File: config.mk
export PLATFORM = sky130hd
export DESIGN_NAME = toeplitz_hash_engine
export DESIGN_NICKNAME = d
export VERILOG_FILES = /design/src/rtl/toep_pkg.sv /design/src/rtl/toep_key_store.sv /design/src/rtl/toep_bit_core.sv /design/src/rtl/toeplitz_hash_engine.sv
export SDC_FILE = /design/constraint.sdc
export NUM_CORES = 1
export LEC_CHECK = 0
export BUFFER_PORTS_ARGS = -buffer_cell sky130_fd_sc_hd__buf_2
export CAP_MARGIN = 20
export CELL_PAD_IN_SITES_DETAIL_PLACEMENT = 2
export CELL_PAD_IN_SITES_GLOBAL_PLACEMENT = 2
export CORE_MARGIN = 2
export CORE_UTILIZATION = 39
export DETAILED_ROUTE_END_ITERATION = 6
export GPL_TIMING_DRIVEN = 1
export HOLD_SLACK_MARGIN = 0.15
export PLACE_DENSITY = 0.82
export REMOVE_ABC_BUFFERS = 1
export SETUP_SLACK_MARGIN = 0.4
export SKIP_LAST_GASP = 1
export SYNTH_ARGS = -nofsm -noshare
export SYNTH_HDL_FRONTEND = slang
export SYNTH_HIERARCHICAL = 1
export SYNTH_SLANG_ARGS = --single-unit
File: constraint.sdc
create_clock -name clk -period 2.7 [get_ports clk]
set_input_delay 0.135 -clock clk [delete_from_list [all_inputs] [get_ports clk]]
set_output_delay 0.135 -clock clk [all_outputs]
set_load 0.01 [all_outputs]
File: src/rtl/toep_pkg.sv
package toep_pkg;

   typedef logic [7:0] byte_t;

   localparam int unsigned BITS_PER_BYTE = 8;

   // Index width able to hold the value n itself.
   function automatic int unsigned cnt_bits(input int unsigned n);
      return (n < 2) ? 1 : $clog2(n + 1);
   endfunction

endpackage

File: src/rtl/toep_key_store.sv
module toep_key_store
   import toep_pkg::*;
#(
   parameter int unsigned KEY_BYTES = 40,
   parameter int unsigned WIN_BYTES = 4,
   parameter int unsigned AW        = 6,
   parameter int unsigned IW        = 6
) (
   input  logic                   clk,
   input  logic                   rst_n,
   input  logic                   wr_en,
   input  logic [AW-1:0]          wr_addr,
   input  byte_t                  wr_data,
   input  logic [IW-1:0]          rd_idx,
   output byte_t                  rd_byte,
   output logic [WIN_BYTES*8-1:0] win_init
);

   byte_t kreg [KEY_BYTES];

   always_ff @(posedge clk or negedge rst_n) begin
      if (!rst_n) begin
         for (int i = 0; i < KEY_BYTES; i++) kreg[i] <= '0;
      end else if (wr_en) begin
         for (int i = 0; i < KEY_BYTES; i++)
            if (wr_addr == AW'(i)) kreg[i] <= wr_data;
      end
   end

   // Window seed: key byte 0 lands in the most significant byte.
   for (genvar g = 0; g < WIN_BYTES; g++) begin : g_win
      assign win_init[(WIN_BYTES-g)*8-1 -: 8] = kreg[g];
   end

   always_comb begin
      rd_byte = '0;
      for (int i = 0; i < KEY_BYTES; i++)
         if (rd_idx == IW'(i)) rd_byte = kreg[i];
   end

endmodule

File: src/rtl/toep_bit_core.sv
module toep_bit_core
   import toep_pkg::*;
#(
   parameter int unsigned         HASH_W   = 32,
   parameter logic [HASH_W-1:0]   ACC_INIT = '0
) (
   input  logic              clk,
   input  logic              rst_n,
   input  logic              load,
   input  logic              restart,
   input  logic [HASH_W-1:0] win_init,
   input  byte_t             data_in,
   input  byte_t             key_in,
   output logic              busy,
   output logic              final_step,
   output logic [HASH_W-1:0] acc_out
);

   localparam int unsigned SW = $clog2(BITS_PER_BYTE);
   localparam logic [SW-1:0] LAST_STEP = SW'(BITS_PER_BYTE - 1);

   logic [HASH_W-1:0] acc, win;
   byte_t             dsh, ksh;
   logic [SW-1:0]     cnt;
   logic              busy_q;

   always_ff @(posedge clk or negedge rst_n) begin
      if (!rst_n) begin
         acc    <= ACC_INIT;
         win    <= '0;
         dsh    <= '0;
         ksh    <= '0;
         cnt    <= '0;
         busy_q <= 1'b0;
      end else if (load) begin
         dsh    <= data_in;
         ksh    <= key_in;
         cnt    <= '0;
         busy_q <= 1'b1;
         if (restart) begin
            acc <= ACC_INIT;
            win <= win_init;
         end
      end else if (busy_q) begin
         if (dsh[7]) acc <= acc ^ win;
         win <= {win[HASH_W-2:0], ksh[7]};
         dsh <= {dsh[6:0], 1'b0};
         ksh <= {ksh[6:0], 1'b0};
         cnt <= cnt + 1'b1;
         if (cnt == LAST_STEP) busy_q <= 1'b0;
      end
   end

   assign busy       = busy_q;
   assign final_step = busy_q && (cnt == LAST_STEP);
   assign acc_out    = acc;

   p_load_idle_r5: assert property (@(posedge clk) disable iff (!rst_n)
      load |-> !busy_q);
   p_run_full_r5: assert property (@(posedge clk) disable iff (!rst_n)
      (busy_q && cnt != LAST_STEP) |=> busy_q);
   p_start_busy_r5: assert property (@(posedge clk) disable iff (!rst_n)
      load |=> (busy_q && cnt == '0));

endmodule

File: src/rtl/toeplitz_hash_engine.sv
module toeplitz_hash_engine
   import toep_pkg::*;
#(
   parameter int unsigned       KEY_BYTES = 40,
   parameter int unsigned       HASH_W    = 32,
   parameter logic [HASH_W-1:0] ACC_INIT  = '0
) (
   input  logic                         clk,
   input  logic                         rst_n,
   input  logic                         key_wr_en,
   input  logic [$clog2(KEY_BYTES)-1:0] key_wr_addr,
   input  logic [7:0]                   key_wr_data,
   input  logic                         in_valid,
   output logic                         in_ready,
   input  logic [7:0]                   in_data,
   input  logic                         in_first,
   input  logic                         in_last,
   output logic [HASH_W-1:0]            hash_value,
   output logic                         hash_done,
   output logic                         hash_err
);

   localparam int unsigned WIN_BYTES = HASH_W / 8;
   localparam int unsigned AW        = $clog2(KEY_BYTES);
   localparam int unsigned IW        = cnt_bits(KEY_BYTES);
   localparam logic [IW-1:0] PTR_END   = IW'(KEY_BYTES);
   localparam logic [IW-1:0] PTR_FIRST = IW'(WIN_BYTES);

   if (HASH_W < 8 || (HASH_W % 8) != 0) begin : g_bad_width
      $error("HASH_W must be a positive multiple of 8");
   end
   if (KEY_BYTES < WIN_BYTES + 1) begin : g_bad_key
      $error("KEY_BYTES must exceed the window size in bytes");
   end

   logic              core_busy, core_final, core_load;
   logic [HASH_W-1:0] win_init;
   byte_t             key_byte;
   logic [IW-1:0]     ptr, rd_idx;
   logic              err_q, done_q, last_q;
   logic              accept, overflow, drop;

   assign in_ready = !core_busy;
   assign accept   = in_valid && in_ready;
   assign overflow = !in_first && (ptr == PTR_END);
   assign drop     = !in_first && (overflow || err_q);
   assign core_load = accept && !drop;
   assign rd_idx   = in_first ? PTR_FIRST : ptr;

   toep_key_store #(
      .KEY_BYTES(KEY_BYTES), .WIN_BYTES(WIN_BYTES), .AW(AW), .IW(IW)
   ) u_keys (
      .clk(clk), .rst_n(rst_n),
      .wr_en(key_wr_en), .wr_addr(key_wr_addr), .wr_data(key_wr_data),
      .rd_idx(rd_idx), .rd_byte(key_byte), .win_init(win_init)
   );

   toep_bit_core #(.HASH_W(HASH_W), .ACC_INIT(ACC_INIT)) u_core (
      .clk(clk), .rst_n(rst_n),
      .load(core_load), .restart(in_first),
      .win_init(win_init), .data_in(in_data), .key_in(key_byte),
      .busy(core_busy), .final_step(core_final), .acc_out(hash_value)
   );

   always_ff @(posedge clk or negedge rst_n) begin
      if (!rst_n) begin
         ptr    <= PTR_END;   // no hash open: a continuation is an error
         err_q  <= 1'b0;
         done_q <= 1'b0;
         last_q <= 1'b0;
      end else begin
         done_q <= core_final && last_q;
         if (core_load) begin
            last_q <= in_last;
            ptr    <= rd_idx + 1'b1;
         end
         if (accept && in_first)      err_q <= 1'b0;
         else if (accept && overflow) err_q <= 1'b1;
      end
   end

   assign hash_done = done_q;
   assign hash_err  = err_q;

   p_done_single_r6: assert property (@(posedge clk) disable iff (!rst_n)
      hash_done |=> !hash_done);
   p_done_after_run_r6: assert property (@(posedge clk) disable iff (!rst_n)
      hash_done |-> $past(core_busy));
   p_hold_r7: assert property (@(posedge clk) disable iff (!rst_n)
      (!$past(core_busy) && !$past(accept)) |-> $stable(hash_value));
   p_err_no_done_r10: assert property (@(posedge clk) disable iff (!rst_n)
      hash_err |-> !hash_done);
   p_err_clear_r11: assert property (@(posedge clk) disable iff (!rst_n)
      (accept && in_first) |=> !hash_err);
   p_err_ready_r13: assert property (@(posedge clk) disable iff (!rst_n)
      hash_err |-> in_ready);

endmodule

==> flow_summary.ini, run 1 <==
[detailed_routing]
ant_nets = 0
drc = 0
drt-initial-drc-count = 2840
drt_wl_total_um = 120000
drtPass1Iterations = 6
vias = 20300
vias_per_cell = 7.07
avgRoutedWirePerCell_um = 41.6

[cells_and_area]
finalCoreUtilization = 0.485
regArea_um2 = 10300
area_growth_pct = 23.5
layoutNonFillerInstCount = 2875
fin_nets = 2160
fillCellCount = 5260
design_area_um2 = 26600
drive_gt1_frac = 0.405
multi_input_area_um2 = 10700

[power_and_ir_drop]
p_leak_nw = 11.9
swShare = 0.419
peakVddDrop_mv = 0.844
clkPwrFrac = 0.270
p_per_area_nw_per_um2 = 1010
p_sw_mw = 11.2
p_int_mw = 15.5
p_seq_frac = 0.340
combPwrFrac = 0.390

[synthesis]
synthesis.area_um2 = 21500
synthArstFlopShare = 1.00
synthTopCellsByArea = dfrtp_1, mux2_2, mux2i_1
synth_edf_count = 0
synth_seq_area_share = 0.480
synth_seq_cells = 413
syn_inst = 1926
yosysMostFrequentCell = dfrtp_1
yosys.area.top_type = dfrtp_1
syn_avg_cell_area_um2 = 11.2
synth_top_cell_area_share = 0.478
ys_top_cells_by_count = dfrtp_1, mux2_2, nand2_1
synthDistinctLibCells = 88
ys.flop_type = dfrtp_1
synth_warnings = 6

[worst_setup_path]
crit_top_cell = buf_4
critPathRequiredTime_ps = 3210
cpLargestDelayFamily = compound AO/OA/AOI/OAI gates
cp-start-kind = register
worst-setup-path-type = reg2reg
path_cells = nor2b_4 > buf_4 > buf_12 > inv_2 > buf_4 > nand2_2 > o31ai_4 > a221oi_2 > a221o_1 > a21oi_2 > o31ai_2 > nand2_1 > o21ai_2
end_kind = register
critPathBufInv = 4
critPathSlowestCell = a221oi_2
slowest_delay_ps = 590
critPathMaxFanout = 19
cp.depth = 13
critical_path_arrival_ps = 4200
r2r_cells = 13

[cts]
cts_tree = done
htree_levels = 2
path_clk_slew_ps = 70
cts_num_sinks = 413
clk_latency_ps = 630
cts_root_buf = clkbuf_16
cts_made_buffers = 48
cts_buffer_depth = 3

[job]
drv_cap = 0

[global_route]
grt.overflow.total = 0
grt_max_degree = 119
grtUsageTotal = 0.366
antenna_found_initial = 9
grt_pass1_wl_um = 154000
grt_pass1_vias = 21000

[floorplanning]
io_pins = 63
coreArea_um2 = 54800
floorplan.initialDensity = 0.393
fp.dieW_um = 239
dieArea_um2 = 57100
num_rows = 86
die_h_um = 239

[place]
hpwl_um = 57700
place_ws_ps = -596
dpl_cell_area_um2 = 23700
place_inst = 2723
io_buffers = 62
gp_congestion = 0.934

[timing]
clock_skew_ps = 43.7
holdWs_ps = 178
relSlewSlack = 0.181
rsz0062_at_grt = true
finalHoldViolations = 0
timing.fmax_mhz = 271
setup_viol = 8
tightest_slew_ps = 1230
fin_crit_sh = 1.37
finalMaxSlewViolations = 0
timing.final.crit_period_ps = 3690
finalWorstSetupSlack_ps = -995

[min_path]
hold_path_class = in2reg
whs_path_depth = 4

[outcome]
violations = setup timing
outcome = finished with violations
[worst reg2reg max path: stages (launching register included)]
cell,delay (ps)
dfrtp_1,400
nor2b_4,250
buf_4,160
buf_12,200
inv_2,110
buf_4,260
nand2_2,240
o31ai_4,100
a221oi_2,590
a221o_1,390
a21oi_2,100
o31ai_2,440
nand2_1,190
o21ai_2,150
[metrics by stage]
| step | total power, mW | setup TNS, ps |
|---|---|---|
| finish | 26.7 | -6210 |
| global placement | 15.8 | -1310 |
| global route | 27.1 | -6180 |
| floorplan | 12.8 | -254220 |
| detailed placement | 16.6 | -3290 |
| CTS | 24.3 | -1660 |
[routing by layer]
layer	global-route usage	routed length, um	up-vias
li1	-	-	7419
met1	0.434	43000	10400
met2	0.595	53700	1752
met3	0.0927	11600	761
met4	0.232	11200	8
met5	0.00346	54	-
[cell type report]
cell class / count / area share
multi-input combinational: 1304 / 0.401
sequential: 413 / 0.389
timing repair buffer: 351 / 0.113
clock buffer: 71 / 0.0530
tap: 704 / 0.0331
clock inverter: 16 / 0.00810
inverter: 11 / 0.00193
antenna: 5 / 0.000471
[flip-flops by register name (all words and copies together) (netlist names)]
name and count:
hash_done 1, hash_err 1, last_q 1, ptr 6, u_core/acc_out 32, u_core/busy 1
u_core/cnt 3, u_core/dsh 8, u_core/ksh 8, u_core/win 32, u_keys/kreg 288, u_keys/win_init 32
[power by group through the flow]
| stage | sequential (mW) | combinational (mW) | clock [mW] |
|---|---|---|---|
| 2_1_floorplan | 8.62 | 4.16 | 0 |
| 3_3_place_gp | 8.57 | 7.21 | 0 |
| 3_5_place_dp | 8.76 | 7.81 | 0 |
| 4_1_cts | 8.78 | 8.53 | 7.02 |
| 5_1_grt | 9.11 | 10.6 | 7.43 |
| 6_report | 9.08 | 10.4 | 7.21 |
[worst paths after layout]
path	to	slack, ps	startpoint
worst min-delay path	u_keys/kreg[1]$_DFFE_PN0P_	180	key_wr_addr[4]
worst max-delay path	u_core/ksh[4]$_DFFE_PN0P_	-990	ptr[0]$_DFFE_PN0P_
min in group asynchronous	u_keys/kreg[241]$_DFFE_PN0P_	620	rst_n
worst max register to register	u_core/ksh[4]$_DFFE_PN0P_	-990	ptr[0]$_DFFE_PN0P_
worst min register to register	hash_done$_DFF_PN0_	510	last_q$_DFFE_PN0P_
max in group asynchronous	u_core/busy$_DFF_PN0_	1120	rst_n
[cell usage in the layout, fill, tap and decap left out, drive strengths merged, types with 13 or more instances in the layout]
cell type | synthesis | layout
a211oi | 41 | 41
a21oi | 107 | 107
a31oi | 14 | 14
buf | 118 | 330
clkbuf | 80 | 78
dfrtp | 411 | 411
dlygate4sd3 | 0 | 14
inv | 11 | 13
mux2 | 334 | 334
mux2i | 93 | 93
nand2 | 113 | 113
nand2b | 17 | 17
nand3 | 58 | 58
nor2 | 76 | 76
nor2b | 57 | 57
nor3 | 32 | 32
o21ai | 110 | 110
o22ai | 55 | 55
xor2 | 32 | 32
[kinds of logic after synthesis]
group / synth area share
adders and majority gates: 0.00174
xor gates and xnor gates: 0.0134
muxes: 0.228
DFF: 0.480
AOI/OAI and AO/OA: 0.127
and+or+nand+nor: 0.0978
buffers and inverters: 0.0519
[timing repair]
action | in CTS | in global routing
buffers inserted | 13 | 25
hold buffers | 14 | 0
pin swaps | 17 | 30
endpoints found under the setup margin | 18 | 18
gates resized for setup | 79 | 79
cloned | 0 | 8
hold endpoints to repair | 425 | 0
No activity file was read; power rests on OpenSTA's default activity.
==> run 2, diff against run 1 <==
CORE_UTILIZATION = 46   (was 39)
PLACE_DENSITY = 0.9   (was 0.82)
clock period = 4.5 ns   (was 2.7 ns; I/O delays follow)
==> flow_summary.ini, run 2 (synthesis results as in run 1) <==
[floorplanning]
die_h_um = 220
fp.dieW_um = 220
floorplan.initialDensity = 0.464
dieArea_um2 = 48500
num_rows = 79
coreArea_um2 = 46400
io_pins = 63

[min_path]
hold_path_class = in2reg
whs_path_depth = 3
min_from = key_wr_addr[4]
worst_hold_path.endpoint = u_keys/kreg[7]$_DFFE_PN0P_

[outcome]
outcome = finished with violations
violations = setup timing

[detailed_routing]
vias_per_cell = 7.45
avgRoutedWirePerCell_um = 40.7
ant_nets = 0
drtPass1Iterations = 7
drt-initial-drc-count = 2865
drt_wl_total_um = 104000
vias = 19000
drc = 0

[cells_and_area]
drive_gt1_frac = 0.292
layout_commonest_cell = dfrtp_1
finalCoreUtilization = 0.514
final_cell_mix = dfrtp_1, mux2_2, nand2_1
fin_nets = 1930
layoutNonFillerInstCount = 2548
area_growth_pct = 10.7
regMostFlops = u_keys/kreg
design_area_um2 = 23800
largest_reg_flops = 288
fillCellCount = 4409

[cts]
cts_buffer_depth = 3
clk_latency_ps = 630
cts_root_buf = clkbuf_16
cts_made_buffers = 48
cts_tree = done
path_clk_slew_ps = 70
cts_num_sinks = 413
htree_levels = 2

[worst_setup_path]
rrSetupSlack_ps = -140
critPathRequiredTime_ps = 5020
reg2reg_to = u_core/ksh[4]$_DFFE_PN0P_
worst-setup-path-type = reg2reg
path_cells = nor2b_4 > clkinv_1 > buf_4 > o21ai_0 > o31ai_1 > a221oi_1 > a221o_1 > a21oi_1 > o31ai_1 > nand2_1 > o21ai_1
r2r_cells = 11
cp-start-kind = register
critPathMaxFanout = 55
timing.rr.start = ptr[0]$_DFFE_PN0P_
critPathSlowestCell = a221oi_1
crit_top_cell = o31ai_1
cpLargestDelayFamily = compound AO/OA/AOI/OAI gates
end_kind = register
slowest_delay_ps = 920
critical_path_arrival_ps = 5170
critPathBufInv = 2
cp.depth = 11

[place]
gp_congestion = 0.894
hpwl_um = 53400
io_buffers = 62
dpl_cell_area_um2 = 21900
place_inst = 2433

[timing]
timing.fmax_mhz = 215
rsz0062_at_grt = true
tns_ps = -143
clock_skew_ps = 29.2
relSlewSlack = 0.111
finalMaxSlewViolations = 0
fin_crit_sh = 1.03
holdWs_ps = 194
finalHoldViolations = 0
tightest_slew_ps = 1330
finalWorstSetupSlack_ps = -143
setup_viol = 1
timing.final.crit_period_ps = 4640

[global_route]
grt_max_degree = 115
grt.overflow.total = 0
grt_pass1_vias = 19800
grt_pass1_wl_um = 140000
grtUsageTotal = 0.394
antenna_found_initial = 11

[power_and_ir_drop]
p_leak_nw = 10.5
p_per_area_nw_per_um2 = 612
peakVddDrop_mv = 0.479

[job]
drv_cap = 0
-- run 2: cell count changes in the layout (fill, tap and decap cells not counted), moves of 8 or more --
cell      before  now
a211oi_1      33   41
a21oi_1       96  106
a21oi_2        9    1
buf_12        21    7
buf_4        231   36
buf_6         13    1
o21ai_0       72   95
o21ai_1       24   14
o21ai_2       13    1
-- run 2: worst min-delay path: cells and delay by family --
kind | cells | cell delay, ps
and+or+nand+nor | 1 | 140
muxes | 1 | 250
buffers and inverters | 1 | 150
-- run 2: layout make-up --
class / instances / area [um^2] / share of cell area
Antenna cell: 4 / 10.0 / 0.000420
Clock buffer: 73 / 1440 / 0.0603
Clock inverter: 15 / 208 / 0.00872
Inverter: 11 / 47.5 / 0.00200
Multi-Input combinational cell: 1305 / 10100 / 0.425
Sequential cell: 413 / 10300 / 0.434
Tap cell: 607 / 759 / 0.0319
Timing Repair Buffer: 120 / 900 / 0.0378
-- run 2: routing by layer --
metal  vias to the layer above  wire length [um]  GRT usage
li1                       6963                 -          -
met1                      9729             37100      0.481
met2                      1638             46700      0.629
met3                       645             11500      0.101
met4                        16              8170      0.234
met5                         -               159    0.00505
-- run 2: power by group --
part,internal (mW),leakage (nW),switching [mW]
Clock,2.49,0.815,1.82
Combinational,1.64,4.32,3.15
Sequential,4.51,5.40,0.980
-- run 2: metrics by stage --
stage               worst slack, ps  total power [mW]
floorplan                     -6930              7.67
global placement                912              8.87
detailed placement              679              9.37
CTS                             423              14.0
global route                   38.2              14.9
finish                         -143              14.6
-- run 2: worst max-delay path by stage --
stage                            start                   endpoint  slack, ps
floorplan           ptr[0]$_DFFE_PN0P_  u_core/ksh[6]$_DFFE_PN0P_      -6930
global placement    ptr[0]$_DFFE_PN0P_  u_core/ksh[7]$_DFFE_PN0P_        910
detailed placement  ptr[0]$_DFFE_PN0P_  u_core/ksh[6]$_DFFE_PN0P_        680
CTS                 ptr[0]$_DFFE_PN0P_  u_core/ksh[4]$_DFFE_PN0P_        420
global route        ptr[0]$_DFFE_PN0P_  u_core/ksh[4]$_DFFE_PN0P_         40
finish              ptr[0]$_DFFE_PN0P_  u_core/ksh[4]$_DFFE_PN0P_       -140
-- run 2: what timing repair did --
item | CTS | global route
hold buffers | 12 | 1
buffers inserted | 0 | 5
resized for setup | 0 | 5
setup endpoints to repair | 0 | 7
endpoints found under the hold margin | 96 | 5
